===== src/rtl/cfg_lockreg_pkg.sv =====
package cfg_lockreg_pkg;

    localparam int unsigned CFG_W = 32;

    localparam logic [CFG_W-1:0] CFG_RST_VAL  = 32'h7F7F_FF38;
    localparam logic [CFG_W-1:0] CFG_IMPL     = 32'hFFFF_FFBF;
    localparam logic [CFG_W-1:0] CFG_CLKSEL_M = 32'h0000_0C00;

    // field positions decoded by the timer and clock logic
    localparam int unsigned POS_DMT_EN   = 31;
    localparam int unsigned POS_DMT_CNT  = 26;
    localparam int unsigned POS_WIN_SZ   = 24;
    localparam int unsigned POS_WDT_EN   = 23;
    localparam int unsigned POS_WIN_OFF  = 22;
    localparam int unsigned POS_PGM_STOP = 21;
    localparam int unsigned POS_POST     = 16;
    localparam int unsigned POS_FSCM     = 15;
    localparam int unsigned POS_CLKSW    = 14;
    localparam int unsigned POS_WAKE2    = 13;
    localparam int unsigned POS_SOSC     = 12;
    localparam int unsigned POS_WDT_CLK  = 10;
    localparam int unsigned POS_POSC     = 8;
    localparam int unsigned POS_PMU      = 7;
    localparam int unsigned POS_INTV     = 3;
    localparam int unsigned POS_ACMP     = 0;

    typedef enum logic [1:0] {
        LOCK_OPEN   = 2'b00,
        LOCK_FULL_A = 2'b01,
        LOCK_CLKSEL = 2'b10,
        LOCK_FULL_B = 2'b11
    } lock_e;

    typedef struct packed {
        logic [CFG_W-1:0] limit;
        logic [CFG_W-1:0] window;
        logic [CFG_W-1:0] post_div;
        logic [3:0]       win_eighths;
    } timer_dec_t;

    function automatic logic [3:0] win_to_eighths(input logic [1:0] code);
        case (code)
            2'b00:   return 4'd6;
            2'b01:   return 4'd4;
            2'b10:   return 4'd3;
            default: return 4'd2;
        endcase
    endfunction

    function automatic logic [CFG_W-1:0] lock_to_mask(input lock_e code);
        case (code)
            LOCK_OPEN:   return CFG_IMPL;
            LOCK_CLKSEL: return CFG_CLKSEL_M;
            default:     return '0;
        endcase
    endfunction

endpackage


===== src/rtl/cfg_boot_gate.sv =====
module cfg_boot_gate (
    input  logic clk,
    input  logic rst,
    input  logic boot_phase,
    input  logic boot_vld,
    input  logic boot_fail,
    input  logic boot_blank,
    output logic boot_take
);
    logic seen_q;
    logic strobe;

    assign strobe    = boot_phase && boot_vld && !seen_q;
    assign boot_take = strobe && !boot_fail && !boot_blank;

    // one load chance per reset, consumed by trusted and untrusted words alike
    always_ff @(posedge clk) begin
        if (rst)         seen_q <= 1'b0;
        else if (strobe) seen_q <= 1'b1;
    end
endmodule


===== src/rtl/cfg_wr_policy.sv =====
module cfg_wr_policy
    import cfg_lockreg_pkg::*;
(
    input  logic             clk,
    input  logic             rst,
    input  logic             boot_phase,
    input  logic [1:0]       lock_code,
    input  logic             wr_en,
    output logic [CFG_W-1:0] wr_mask,
    output logic             wr_rej
);
    lock_e lock;
    logic  blocked;

    assign lock    = lock_e'(lock_code);
    assign wr_mask = (wr_en && !boot_phase) ? lock_to_mask(lock) : '0;
    assign blocked = wr_en && (boot_phase || lock != LOCK_OPEN);

    always_ff @(posedge clk) begin
        if (rst) wr_rej <= 1'b0;
        else     wr_rej <= blocked;
    end
endmodule


===== src/rtl/cfg_field_decode.sv =====
module cfg_field_decode
    import cfg_lockreg_pkg::*;
#(
    parameter int unsigned CNT_BASE_LOG2 = 8,
    parameter int unsigned CNT_CODE_MAX  = 23,
    parameter int unsigned PSC_CODE_MAX  = 20
) (
    input  logic [4:0]  cnt_code,
    input  logic [2:0]  intv_code,
    input  logic [4:0]  post_code,
    input  logic [1:0]  win_code,
    output timer_dec_t  dec
);
    localparam int unsigned LIM_SH_W = $clog2(CFG_W);

    logic [LIM_SH_W-1:0] lim_sh;
    logic [LIM_SH_W-1:0] psc_sh;

    always_comb begin
        if (32'(cnt_code) > CNT_CODE_MAX)
            lim_sh = LIM_SH_W'(CNT_CODE_MAX + CNT_BASE_LOG2);
        else
            lim_sh = LIM_SH_W'(32'(cnt_code) + CNT_BASE_LOG2);

        if (32'(post_code) > PSC_CODE_MAX)
            psc_sh = LIM_SH_W'(PSC_CODE_MAX);
        else
            psc_sh = LIM_SH_W'(post_code);

        dec.limit       = CFG_W'(1) << lim_sh;
        dec.post_div    = CFG_W'(1) << psc_sh;
        dec.win_eighths = win_to_eighths(win_code);
        if (intv_code == 3'd0)
            dec.window = '0;
        else
            dec.window = dec.limit - (dec.limit >> intv_code);
    end
endmodule


===== src/rtl/cfg_lockreg.sv =====
module cfg_lockreg
    import cfg_lockreg_pkg::*;
#(
    parameter int unsigned CNT_BASE_LOG2 = 8,
    parameter int unsigned CNT_CODE_MAX  = 23,
    parameter int unsigned PSC_CODE_MAX  = 20
) (
    input  logic        clk,
    input  logic        rst,
    input  logic        boot_phase,
    input  logic        boot_vld,
    input  logic [31:0] boot_word,
    input  logic        boot_fail,
    input  logic        boot_blank,
    input  logic [1:0]  lock_code,
    input  logic        wr_en,
    input  logic [31:0] wr_data,
    output logic [31:0] rd_data,
    output logic        wr_rej,
    output logic        dmt_en,
    output logic [31:0] dmt_limit,
    output logic [31:0] dmt_window,
    output logic        wdt_en,
    output logic [3:0]  wdt_win_eighths,
    output logic        wdt_win_off,
    output logic        wdt_pgm_stop,
    output logic [31:0] wdt_post_div,
    output logic [1:0]  wdt_clk_sel,
    output logic        fscm_en,
    output logic        clk_sw_en,
    output logic        wake_two_speed,
    output logic        sosc_xtal,
    output logic [1:0]  posc_mode,
    output logic        pmu_mon_sel,
    output logic [2:0]  acmp_wait
);
    logic [CFG_W-1:0] cfg_q;
    logic [CFG_W-1:0] wr_mask;
    logic             boot_take;
    timer_dec_t       dec;

    cfg_boot_gate u_boot (
        .clk        (clk),
        .rst        (rst),
        .boot_phase (boot_phase),
        .boot_vld   (boot_vld),
        .boot_fail  (boot_fail),
        .boot_blank (boot_blank),
        .boot_take  (boot_take)
    );

    cfg_wr_policy u_policy (
        .clk        (clk),
        .rst        (rst),
        .boot_phase (boot_phase),
        .lock_code  (lock_code),
        .wr_en      (wr_en),
        .wr_mask    (wr_mask),
        .wr_rej     (wr_rej)
    );

    always_ff @(posedge clk) begin
        if (rst)
            cfg_q <= CFG_RST_VAL;
        else if (boot_take)
            cfg_q <= boot_word & CFG_IMPL;
        else
            cfg_q <= (cfg_q & ~wr_mask) | (wr_data & wr_mask);
    end

    cfg_field_decode #(
        .CNT_BASE_LOG2 (CNT_BASE_LOG2),
        .CNT_CODE_MAX  (CNT_CODE_MAX),
        .PSC_CODE_MAX  (PSC_CODE_MAX)
    ) u_dec (
        .cnt_code  (cfg_q[POS_DMT_CNT +: 5]),
        .intv_code (cfg_q[POS_INTV +: 3]),
        .post_code (cfg_q[POS_POST +: 5]),
        .win_code  (cfg_q[POS_WIN_SZ +: 2]),
        .dec       (dec)
    );

    assign rd_data         = cfg_q;
    assign dmt_limit       = dec.limit;
    assign dmt_window      = dec.window;
    assign wdt_post_div    = dec.post_div;
    assign wdt_win_eighths = dec.win_eighths;

    assign dmt_en         = cfg_q[POS_DMT_EN];
    assign wdt_en         = cfg_q[POS_WDT_EN];
    assign wdt_win_off    = cfg_q[POS_WIN_OFF];
    assign wdt_pgm_stop   = cfg_q[POS_PGM_STOP];
    assign fscm_en        = cfg_q[POS_FSCM];
    assign clk_sw_en      = cfg_q[POS_CLKSW];
    assign wake_two_speed = cfg_q[POS_WAKE2];
    assign sosc_xtal      = cfg_q[POS_SOSC];
    assign wdt_clk_sel    = cfg_q[POS_WDT_CLK +: 2];
    assign posc_mode      = cfg_q[POS_POSC +: 2];
    assign pmu_mon_sel    = cfg_q[POS_PMU];
    assign acmp_wait      = cfg_q[POS_ACMP +: 3];
endmodule


===== config.mk =====
export PLATFORM = sky130hd
export DESIGN_NAME = cfg_lockreg
export DESIGN_NICKNAME = d
export VERILOG_FILES = /design/src/rtl/cfg_lockreg_pkg.sv /design/src/rtl/cfg_boot_gate.sv /design/src/rtl/cfg_wr_policy.sv /design/src/rtl/cfg_field_decode.sv /design/src/rtl/cfg_lockreg.sv
export SDC_FILE = /design/constraint.sdc
export NUM_CORES = 1
export LEC_CHECK = 0
export BUFFER_PORTS_ARGS = -buffer_cell sky130_fd_sc_hd__buf_2
export CAP_MARGIN = 20
export CORE_MARGIN = 3
export CORE_UTILIZATION = 55
export DETAILED_ROUTE_END_ITERATION = 6
export PLACE_DENSITY = 0.89
export SLEW_MARGIN = 10
export SYNTH_ARGS = -nofsm -noshare
export SYNTH_HDL_FRONTEND = slang
export SYNTH_SLANG_ARGS = --single-unit

===== constraint.sdc =====
create_clock -name clk -period 11 [get_ports clk]
set_input_delay 1.1 -clock clk [delete_from_list [all_inputs] [get_ports clk]]
set_output_delay 1.1 -clock clk [all_outputs]
set_load 0.005 [all_outputs]

==> out/results.txt <==
Antenna violations before repair - 0
Req. time, crit path - 9900 ps
Mean cell area of the mapped netlist - 6.40 µm²
Core Util, Final - 67.0%
Proportion of register bits with asynchronous set or reset after synthesis - 0%
Cell Count Post-Placement - 1143
Final worst-path cycle share - 63.1%
Outcome - finished clean
Count of H-tree levels built during CTS - 2
TritonCTS clock tree - built
Clock latency on the worst-skew pair - 280 ps
Max-slew headroom at the worst pin - 35.2%
Hold buffers post-CTS - 0
Commonest non-fill, non-tap cell in the layout - sky130_fd_sc_hd__buf_2
Most common flop cell mapped by yosys - sky130_fd_sc_hd__dfxtp_1
HPWL Detailed - 14300 µm
Pre-CTS setup slack - 4520 ps
Final estimated routing congestion in global placement - 1.01
Maximum number of pins on one net before global-route repair - 50
Leading cell types in the layout, fill and taps excluded - sky130_fd_sc_hd__buf_2, sky130_fd_sc_hd__nand2_1, sky130_fd_sc_hd__nor2_1
Met1 Track Usage GR - 38.2%
Detailed Route Iter0 Violations - 602
TritonCTS buffer count - 5
GR Overflow Total - 0
Net count of the finished layout - 1133
Synth-to-layout area growth - 17.7%
Remaining number of nets flagged by the antenna check after routing - 0
Finished Layout Cells - 1152
Overall track demand over capacity in global routing - 30.3%
Setup Buffers After CTS - 0
Floorplan die area - 0.0114 mm²
Detailed-route vias per instance - 5.95
Routing usage on met2 - 52.9%
GRT Max-Usage Layer - met2
Distinct cell type count of the synthesized netlist - 71
Wire length of the first global-routing pass - 28900 µm
Critical Path Sink Type - primary output
Leakage dissipation - 3.28 nW
Maximum clock skew at final layout - 9.96 ps
Kind of start point of the critical path - flip-flop
Worst hold path class - flip-flop to flip-flop
VDD IR-drop max - 0.0000815 V
Number of register bits inferred by synthesis - 33
Clock input transition at the sequential cells of the worst setup and hold paths - 80 ps
Share of final-layout standard cells stronger than drive strength 1 - 24.4%
Area of the core region - 0.00982 mm²
Die width - 107 µm
Summed instance area of the synthesized netlist - 0.00559 mm²
Peak fanout along the critical path - 28
Port bufs - 206
Final critical-path setup slack - 4060 ps
Post-synth EDFFs - 0
Final wirelength - 18000 µm
Via count of the first global-routing pass - 6122
Number of placement rows - 36
Max-slew violation total from the final report - 0
Quantity of gates resized following cts - 0
Measured slew at the worst slew-check pin - 963 ps
Clock tree root buffer cell - sky130_fd_sc_hd__clkbuf_8
Timing-limited maximum frequency - 0.144 GHz
Category of the most critical setup path - flip-flop to primary output
Final hold violation count - 0
Average wire length per cell after detail routing - 15.6 µm
Ratio of total power to cell area - 75.8 mW/mm²
Die Span Y - 107 µm
Data arrival time of the critical path - 5840 ps
Max_cap viols - 0
Proportion of synthesized chip area in sequential cells - 11.8%
Count of final setup violators - 0
Drt drc - 0
Min Clock Period, post-route - 6940 ps
Top-Level Pins - 222
Sum of negative setup slack - 0 ps
Clock net sink count - 33
Post-Syn Instances - 874
Syn. warnings - 0
Total via count in the routed design - 6850
Number of buffers between clock root and the deepest sink - 2
Diode insertion count for antenna repair - 0
Starting density of the core - 57.0%
Launch instance of the worst register-to-register path - u_boot.seen_q
Fraction of met3 tracks used by global routing - 4.33%
Pre-Repair DR Iteration Count - 5
RSZ-0062 raised after global routing - false
worst max-delay path, stage by stage (launching register included):
cell and delay (ps):
sky130_fd_sc_hd__dfxtp_1 940, sky130_fd_sc_hd__clkinv_1 780, sky130_fd_sc_hd__mux2_2 500, sky130_fd_sc_hd__a22o_1 250
sky130_fd_sc_hd__a22o_1 260, sky130_fd_sc_hd__ha_1 200, sky130_fd_sc_hd__fa_1 400, sky130_fd_sc_hd__nand3b_1 220
sky130_fd_sc_hd__a2111oi_0 650, sky130_fd_sc_hd__nor3_1 270, sky130_fd_sc_hd__a211oi_1 650, sky130_fd_sc_hd__nor4_1 130
sky130_fd_sc_hd__nand3b_1 180, sky130_fd_sc_hd__buf_2 130
worst paths after layout:
path | cells after the start | end | slack (ps)
worst max-delay path | 13 | dmt_window[28] | 4060
worst min-delay path | 2 | flip-flop | 520
worst max register to register | 7 | flip-flop | 8480
worst min register to register | 2 | flip-flop | 520
where the power goes:
group          switching, mW  internal [mW]
Sequential           0.00836          0.125
Clock                 0.0444         0.0737
Combinational          0.136          0.111
kinds of logic after synthesis:
group | Yosys count | synth area share (%)
DFF | 33 | 11.8
other | 1 | 0.0670
adders and majority gates | 42 | 9.53
buffers and inverters | 107 | 9.53
xor gates and xnor gates | 14 | 2.19
and+or+nand+nor | 429 | 36.2
muxes | 35 | 6.67
AOI/OAI and AO/OA | 213 | 24.0
per-layer routing:
metal | routed length (µm) | up-vias
met3 | 1370 | 52
met2 | 8750 | 331
li1 | - | 3364
met1 | 7370 | 3103
met5 | 0 | -
met4 | 528 | 0
stage by stage:
| step | hold slack [ps] | cell area, µm² | power, mW |
|---|---|---|---|
| final | 519 | 6580 | 0.499 |
| after global routing | 530 | 6580 | 0.535 |
| after CTS | 520 | 6570 | 0.497 |
| after detailed placement | 507 | 6450 | 0.379 |
| after global placement | 493 | 6450 | 0.375 |
| after floorplan | 451 | 5640 | 0.302 |
layout make-up:
class / count / area [µm²]
inverter: 18 / 67.6
multi-input combinational: 746 / 4470
tap: 133 / 166
timing repair buffer: 214 / 1100
sequential: 33 / 661
clock buffer: 6 / 82.6
clock inverter: 2 / 37.5
fill: 923 / 3240
Yosys cell counts (5+ instances only):
cell / count / area share [%]
sky130_fd_sc_hd__or3_1: 9 / 1.0
sky130_fd_sc_hd__a31oi_1: 8 / 0.89
sky130_fd_sc_hd__nand4_1: 11 / 1.2
sky130_fd_sc_hd__and3_1: 7 / 0.78
sky130_fd_sc_hd__buf_4: 29 / 3.9
sky130_fd_sc_hd__xor2_1: 6 / 0.94
sky130_fd_sc_hd__nor4_1: 9 / 1.0
sky130_fd_sc_hd__inv_1: 17 / 1.1
sky130_fd_sc_hd__buf_2: 11 / 0.98
sky130_fd_sc_hd__o21ai_0: 69 / 6.2
sky130_fd_sc_hd__a211oi_1: 9 / 1.2
sky130_fd_sc_hd__clkbuf_1: 44 / 3.0
sky130_fd_sc_hd__nor2b_1: 5 / 0.56
sky130_fd_sc_hd__o211ai_1: 5 / 0.67
sky130_fd_sc_hd__ha_1: 41 / 9.2
sky130_fd_sc_hd__nand3_1: 47 / 4.2
sky130_fd_sc_hd__nand2_1: 134 / 9.0
sky130_fd_sc_hd__o22ai_1: 7 / 0.78
sky130_fd_sc_hd__nor2_1: 101 / 6.8
sky130_fd_sc_hd__or2_2: 6 / 0.67
sky130_fd_sc_hd__a21oi_1: 49 / 4.4
sky130_fd_sc_hd__nand3b_1: 5 / 0.67
sky130_fd_sc_hd__dfxtp_1: 33 / 12
sky130_fd_sc_hd__nor3_1: 37 / 3.3
sky130_fd_sc_hd__xnor2_1: 8 / 1.3
sky130_fd_sc_hd__mux2i_1: 26 / 4.7
sky130_fd_sc_hd__o21a_1: 7 / 0.94
sky130_fd_sc_hd__a21o_1: 11 / 1.5
sky130_fd_sc_hd__a311oi_1: 7 / 1.1
sky130_fd_sc_hd__nand2b_1: 40 / 4.5
sky130_fd_sc_hd__a21boi_0: 7 / 0.94
sky130_fd_sc_hd__mux2_2: 8 / 1.6
Power figures use the tool's default switching activity.
